## src/rtl/bvmm_pkg.sv

```systemverilog
package bvmm_pkg;
    typedef enum logic [0:0] {
        PH_IDLE = 1'b0,
        PH_RUN  = 1'b1
    } phase_e;

    function automatic int unsigned log2_min1(input int unsigned n);
        return (n > 1) ? $clog2(n) : 1;
    endfunction
endpackage

```

## src/rtl/bvmm_mat_store.sv

```systemverilog
module bvmm_mat_store
    import bvmm_pkg::*;
#(
    parameter int ROWS = 8,
    parameter int COLS = 8,
    parameter int EW   = 8,
    localparam int RW  = log2_min1(ROWS),
    localparam int CW  = log2_min1(COLS)
) (
    input  logic                 clk,
    input  logic                 rst_n,
    input  logic                 wr_en,
    input  logic                 lock,
    input  logic [RW-1:0]        wr_row,
    input  logic [CW-1:0]        wr_col,
    input  logic [EW-1:0]        wr_data,
    input  logic [CW-1:0]        rd_col,
    output logic [ROWS*EW-1:0]   col_data
);
    logic [EW-1:0] ent_q [ROWS][COLS];
    logic [EW-1:0] ent_d [ROWS][COLS];
    logic          wr_ok;

    assign wr_ok = wr_en && !lock;

    always_comb begin
        for (int r = 0; r < ROWS; r++) begin
            for (int c = 0; c < COLS; c++) begin
                ent_d[r][c] = ent_q[r][c];
                if (wr_ok && (int'(wr_row) == r) && (int'(wr_col) == c)) begin
                    ent_d[r][c] = wr_data;
                end
            end
        end
    end

    always_ff @(posedge clk or negedge rst_n) begin
        if (!rst_n) begin
            for (int r = 0; r < ROWS; r++) begin
                for (int c = 0; c < COLS; c++) begin
                    ent_q[r][c] <= '0;
                end
            end
        end else begin
            ent_q <= ent_d;
        end
    end

    for (genvar r = 0; r < ROWS; r++) begin : g_rd
        assign col_data[r*EW +: EW] = ent_q[r][rd_col];
    end
endmodule

```

## src/rtl/bvmm_plane_sum.sv

```systemverilog
module bvmm_plane_sum
    import bvmm_pkg::*;
#(
    parameter int ROWS = 8,
    parameter int EW   = 8,
    localparam int RW  = log2_min1(ROWS),
    localparam int SW  = EW + RW
) (
    input  logic [ROWS-1:0]      plane,
    input  logic [ROWS*EW-1:0]   col_data,
    output logic [SW-1:0]        sum
);
    logic [SW-1:0] term [ROWS];

    for (genvar r = 0; r < ROWS; r++) begin : g_gate
        assign term[r] = plane[r] ? SW'(col_data[r*EW +: EW]) : '0;
    end

    always_comb begin
        sum = '0;
        for (int r = 0; r < ROWS; r++) begin
            sum = sum + term[r];
        end
    end
endmodule

```

## src/rtl/bvmm_seq.sv

```systemverilog
module bvmm_seq
    import bvmm_pkg::*;
#(
    parameter int ROWS = 8,
    parameter int COLS = 8,
    parameter int EW   = 8,
    localparam int RW  = log2_min1(ROWS),
    localparam int CW  = log2_min1(COLS),
    localparam int BW  = log2_min1(EW),
    localparam int SW  = EW + RW,
    localparam int AW  = 2*EW + RW
) (
    input  logic                 clk,
    input  logic                 rst_n,
    input  logic                 start,
    input  logic [ROWS*EW-1:0]   x_vec,
    input  logic [SW-1:0]        psum,
    output logic [ROWS-1:0]      plane,
    output logic [CW-1:0]        cur_col,
    output logic                 busy,
    output logic                 out_valid,
    output logic [CW-1:0]        out_col,
    output logic [AW-1:0]        out_data,
    output logic                 done
);
    localparam logic [BW-1:0] TOP_BIT  = BW'(EW - 1);
    localparam logic [CW-1:0] LAST_COL = CW'(COLS - 1);

    typedef struct packed {
        phase_e              phase;
        logic [ROWS*EW-1:0]  xv;
        logic [CW-1:0]       col;
        logic [BW-1:0]       bitn;
        logic [AW-1:0]       acc;
        logic                ov;
        logic [CW-1:0]       ocol;
        logic [AW-1:0]       odata;
        logic                fin;
    } seq_t;

    seq_t s_q, s_d;
    logic [AW-1:0] acc_nx;

    for (genvar r = 0; r < ROWS; r++) begin : g_plane
        assign plane[r] = s_q.xv[r*EW + int'(s_q.bitn)];
    end

    assign acc_nx = {s_q.acc[AW-2:0], 1'b0} + AW'(psum);

    always_comb begin
        s_d       = s_q;
        s_d.ov    = 1'b0;
        s_d.fin   = 1'b0;
        case (s_q.phase)
            PH_IDLE: begin
                if (start) begin
                    s_d.phase = PH_RUN;
                    s_d.xv    = x_vec;
                    s_d.col   = '0;
                    s_d.bitn  = TOP_BIT;
                    s_d.acc   = '0;
                end
            end
            PH_RUN: begin
                if (s_q.bitn == '0) begin
                    s_d.ov    = 1'b1;
                    s_d.ocol  = s_q.col;
                    s_d.odata = acc_nx;
                    s_d.acc   = '0;
                    s_d.bitn  = TOP_BIT;
                    if (s_q.col == LAST_COL) begin
                        s_d.phase = PH_IDLE;
                        s_d.fin   = 1'b1;
                        s_d.col   = '0;
                    end else begin
                        s_d.col = s_q.col + 1'b1;
                    end
                end else begin
                    s_d.acc  = acc_nx;
                    s_d.bitn = s_q.bitn - 1'b1;
                end
            end
            default: s_d.phase = PH_IDLE;
        endcase
    end

    always_ff @(posedge clk or negedge rst_n) begin
        if (!rst_n) begin
            s_q <= '{phase: PH_IDLE, default: '0};
        end else begin
            s_q <= s_d;
        end
    end

    assign cur_col   = s_q.col;
    assign busy      = (s_q.phase == PH_RUN);
    assign out_valid = s_q.ov;
    assign out_col   = s_q.ocol;
    assign out_data  = s_q.odata;
    assign done      = s_q.fin;
endmodule

```

## src/rtl/bitplane_vmm.sv

```systemverilog
module bitplane_vmm
    import bvmm_pkg::*;
#(
    parameter int ROWS = 8,
    parameter int COLS = 8,
    parameter int EW   = 8,
    localparam int RW  = log2_min1(ROWS),
    localparam int CW  = log2_min1(COLS),
    localparam int SW  = EW + RW,
    localparam int AW  = 2*EW + RW
) (
    input  logic                 clk,
    input  logic                 rst_n,
    input  logic                 wr_en,
    input  logic [RW-1:0]        wr_row,
    input  logic [CW-1:0]        wr_col,
    input  logic [EW-1:0]        wr_data,
    input  logic [ROWS*EW-1:0]   x_vec,
    input  logic                 start,
    output logic                 busy,
    output logic                 out_valid,
    output logic [CW-1:0]        out_col,
    output logic [AW-1:0]        out_data,
    output logic                 done
);
    logic [ROWS*EW-1:0] col_data;
    logic [ROWS-1:0]    plane;
    logic [CW-1:0]      cur_col;
    logic [SW-1:0]      psum;

    bvmm_mat_store #(.ROWS(ROWS), .COLS(COLS), .EW(EW)) u_store (
        .clk      (clk),
        .rst_n    (rst_n),
        .wr_en    (wr_en),
        .lock     (busy),
        .wr_row   (wr_row),
        .wr_col   (wr_col),
        .wr_data  (wr_data),
        .rd_col   (cur_col),
        .col_data (col_data)
    );

    bvmm_plane_sum #(.ROWS(ROWS), .EW(EW)) u_sum (
        .plane    (plane),
        .col_data (col_data),
        .sum      (psum)
    );

    bvmm_seq #(.ROWS(ROWS), .COLS(COLS), .EW(EW)) u_seq (
        .clk       (clk),
        .rst_n     (rst_n),
        .start     (start),
        .x_vec     (x_vec),
        .psum      (psum),
        .plane     (plane),
        .cur_col   (cur_col),
        .busy      (busy),
        .out_valid (out_valid),
        .out_col   (out_col),
        .out_data  (out_data),
        .done      (done)
    );
endmodule

```

## config.mk

```make
export PLATFORM = sky130hd
export DESIGN_NAME = bitplane_vmm
export DESIGN_NICKNAME = d
export VERILOG_FILES = /design/src/rtl/bvmm_pkg.sv /design/src/rtl/bvmm_mat_store.sv /design/src/rtl/bvmm_plane_sum.sv /design/src/rtl/bvmm_seq.sv /design/src/rtl/bitplane_vmm.sv
export SDC_FILE = /design/constraint.sdc
export NUM_CORES = 1
export LEC_CHECK = 0
export BUFFER_PORTS_ARGS = -buffer_cell sky130_fd_sc_hd__clkbuf_2
export CAP_MARGIN = 20
export CORE_ASPECT_RATIO = 0.9
export CORE_MARGIN = 4
export CORE_UTILIZATION = 55
export CTS_BUF_LIST = sky130_fd_sc_hd__clkbuf_4 sky130_fd_sc_hd__clkbuf_8
export DETAILED_ROUTE_END_ITERATION = 7
export GPL_ROUTABILITY_DRIVEN = 0
export MAX_ROUTING_LAYER = met4
export PLACE_DENSITY = 0.75
export SLEW_MARGIN = 10
export SYNTH_ARGS = -nofsm -noshare
export SYNTH_HDL_FRONTEND = slang
export SYNTH_SLANG_ARGS = --single-unit
```

## constraint.sdc

```tcl
create_clock -name clk -period 5.95 [get_ports clk]
set_input_delay 0.595 -clock clk [delete_from_list [all_inputs] [get_ports clk]]
set_output_delay 0.595 -clock clk [all_outputs]
set_load 0.005 [all_outputs]
```

==> flow_summary_export.csv <==
group,metric,value,unit
pwr,internal-power,8.76,mW
finish,drive_above_1_share,0.525,
yosys,synth-edff-count,0,
flow_run,maxCapViolations,0,
global_routing,grt_pass1_wl,117000,um
global_routing,grt.total_usage,0.259,
detailed_routing,drtAntennaViolNets,0,
pwr,clkPwrFrac,0.326,
sta,slew_violations,0,
detailed_routing,wirelength,74600,um
yosys,avgSynthCellArea,14.1,sq um
yosys,async_flop_share,1.00,
sta,finalCritPeriodShare,1.09,
sta,slew_headroom,0.256,
floorplanning,die_w,258,um
setup_path,crit_path_start_kind,"flop",
detailed_routing,drt-vias-per-instance,5.77,
detailed_routing,drt_iter0_drc,1227,
pwr,swShare,0.304,
sta,finalSetupViolations,25,
clock_tree,path_clk_slew,0.06,ns
pwr,p_sw,3.83,mW
place,dp.cells,3015,
floorplanning,coreArea,55600,sq um
clock_tree,clk_latency,0.74,ns
pwr,power_density,349,nW/um^2
setup_path,worstReg2RegStart,"u_seq.cur_col[0]",
sta,finClkSkew,0.0474,ns
place,placed_area,32700,sq um
floorplanning,start_util,0.555,
floorplanning,row_count,82,
clock_tree,max-clock-path-buffers,3,
yosys,syn_area,30900,sq um
min_path,hp-class,"in2reg",
pwr,ir_worst_vdd,0.243,mV
place,io_buffers,106,
yosys,synth_flop_cell,"dfrtp_1",
pwr,combPwrFrac,0.283,
detailed_routing,wire_per_inst,23.1,um
detailed_routing,drc,0,
yosys,yosys_warnings,0,
setup_path,critPathArrivalTime,7.07,ns
finish,layout_commonest_cell,"dfrtp_1",
place,dp_hpwl,48300,um
setup_path,critPathMaxFanout,5,
clock_tree,cts_made_buffers,100,
sta,setup_slack,-0.535,ns
yosys,yosysSeqAreaShare,0.507,
pwr,leakagePower,17.5,nW
global_routing,antenna_found_initial,4,
sta,grt_setup_unrepaired,"true",
floorplanning,die_area,60000,sq um
global_routing,grt_pass1_vias,20100,
run_status,violations,"negative setup slack",
yosys,synth_nets,2348,
floorplanning,pin_count,107,
yosys,synthCells,2193,
clock_tree,clock_sinks,625,
global_routing,grt-ovfl-total,0,
floorplanning,die_h,233,um
finish,fin_cells,3234,
yosys,synthDistinctLibCells,62,
global_routing,grt_max_degree,151,
pwr,p_seq_frac,0.390,
sta,worst_pin_slew,1.11,ns
finish,final_cell_mix,"dfrtp_1, mux2_2, nand2_1",
setup_path,critical_path_required,6.53,ns
finish,nets,2552,
clock_tree,root_buffer,"clkbuf_8",
run_status,status,"finished with violations",
setup_path,crit_path_end_kind,"flop",
setup_path,timing.reg2reg.setup_slack,-0.53,ns
detailed_routing,drt_pass1_iterations,5,
setup_path,worstSetupPathType,"reg2reg",
sta,final-hold-violation-count,0,
detailed_routing,route.vias.total,18700,
finish,fin_area,36100,sq um
clock_tree,cts_max_level,3,
min_path,min_from,"x_vec[12]",
sta,min_period,6.48,ns
sta,fmax,154,MHz
yosys,synth_seq_cells,625,
clock_tree,cts_tree,"done",
setup_path,setup.worst_path.start,"u_seq.cur_col[0]",
finish,area_delta_synth_final,17.0,%
==> Yosys cell counts (all sizes together), types with 15 or more instances <==
cell,n,area share
or2,25,0.0051
a21oi,15,0.0024
clkbuf,69,0.0084
nand2,288,0.041
inv,66,0.0080
mux2,512,0.19
o21ai,37,0.0060
nor2,89,0.017
buf,87,0.018
ha,25,0.010
dfrtp,625,0.51
mux4,144,0.11
mux2i,72,0.026
fa,48,0.031
==> power groups by stage <==
| stage | registers (mW) | clock network, mW | logic, mW |
|---|---|---|---|
| 3_5_place_dp | 4.97 | 0 | 3.10 |
| 2_1_floorplan | 4.86 | 0 | 2.03 |
| 6_report | 4.91 | 4.11 | 3.57 |
| 5_1_grt | 4.96 | 4.39 | 3.82 |
| 4_1_cts | 4.90 | 4.18 | 3.53 |
| 3_3_place_gp | 4.96 | 0 | 3.04 |
==> logic make-up (layout without fill, tap and decap cells) <==
group                    after synthesis  in the layout  synth area share
AO/OA/AOI/OAI                         75             75            0.0148
XOR/XNOR                              21             21           0.00596
adder cells (fa/ha/maj)               73             73            0.0413
buffers and inverters                226            506            0.0356
flip-flops                           625            625             0.507
multiplexers                         728            728             0.321
other                                  0              5                 0
AND/OR/NAND/NOR                      445            445            0.0751
==> critical path: stages (launching register included) <==
cell and delay (ns):
dfrtp_4 0.47, buf_12 0.15, buf_12 0.14, mux4_2 0.52, mux2i_2 0.23, nor2_2 0.09
fa_1 0.51, fa_1 0.58, fa_1 0.45, fa_1 0.52, ha_2 0.19, inv_2 0.05
fa_2 0.40, buf_4 0.17, xnor2_4 0.15, ha_4 0.28, buf_4 0.13, nand4b_1 0.23
a2111oi_4 0.43, buf_6 0.20, o31ai_4 0.08, xor2_1 0.26, o21ai_1 0.08
==> path summary, 6_finish.rpt <==
check / end / depth (start not counted)
worst max register to register: u_seq.out_data[12] / 22
worst min-delay path: u_seq.s_q[61] / 3
min in group asynchronous: u_seq.s_q[108] / 2
max in group asynchronous: u_store.ent_q[150] / 3
worst max-delay path: u_seq.out_data[12] / 22
worst min register to register: u_seq.s_q[58] / 2
==> state kept, by name, indices dropped and copies added (netlist names) <==
name	cells
u_store.ent_q	512
u_seq.out_col	3
u_seq.s_q	85
u_seq.cur_col	3
u_seq.done	1
u_seq.out_valid	1
u_seq.busy	1
u_seq.out_data	19
==> timing repair <==
action                                  in CTS  in global routing
cloned                                       5                  1
hold buffers                                 1                  0
resized for setup                          101                 83
pin swaps                                   48                 54
buffers inserted                            23                 12
hold endpoints to repair                   103                  0
endpoints found under the setup margin      27                 27
==> layer usage <==
| layer | wire, um | vias up | GRT usage |
|---|---|---|---|
| li1 | - | 8121 | - |
| met4 | 2030 | 0 | 0.0759 |
| met2 | 35900 | 470 | 0.396 |
| met5 | 0 | - | - |
| met3 | 4130 | 156 | 0.0644 |
| met1 | 32500 | 9923 | 0.350 |
==> per-stage QoR <==
stage | hold WS [ns] | power (mW) | setup slack, ns | util | setup TNS (ns)
after floorplan | 0.299 | 6.89 | 0.00859 | - | 0
after global placement | 0.457 | 8.00 | -0.543 | 0.588 | -10.67
after detailed placement | 0.462 | 8.07 | -0.735 | 0.588 | -14.32
after CTS | 0.000186 | 12.6 | -0.477 | 0.643 | -8.98
after global routing | 0.0193 | 13.2 | -0.717 | 0.649 | -14.39
final | 0.0425 | 12.6 | -0.535 | 0.649 | -10.0
==> final cells by class <==
type	count	area, sq um
diodes	5	12.5
clock buffers	158	2020
clock inverters	20	253
fillers	3941	19500
inverters	66	250
multi-input cells	1342	14800
flip-flops and latches	625	15700
well taps	756	946
repair buffers	262	2140
Note: power is estimated with default switching activity, not from simulation.
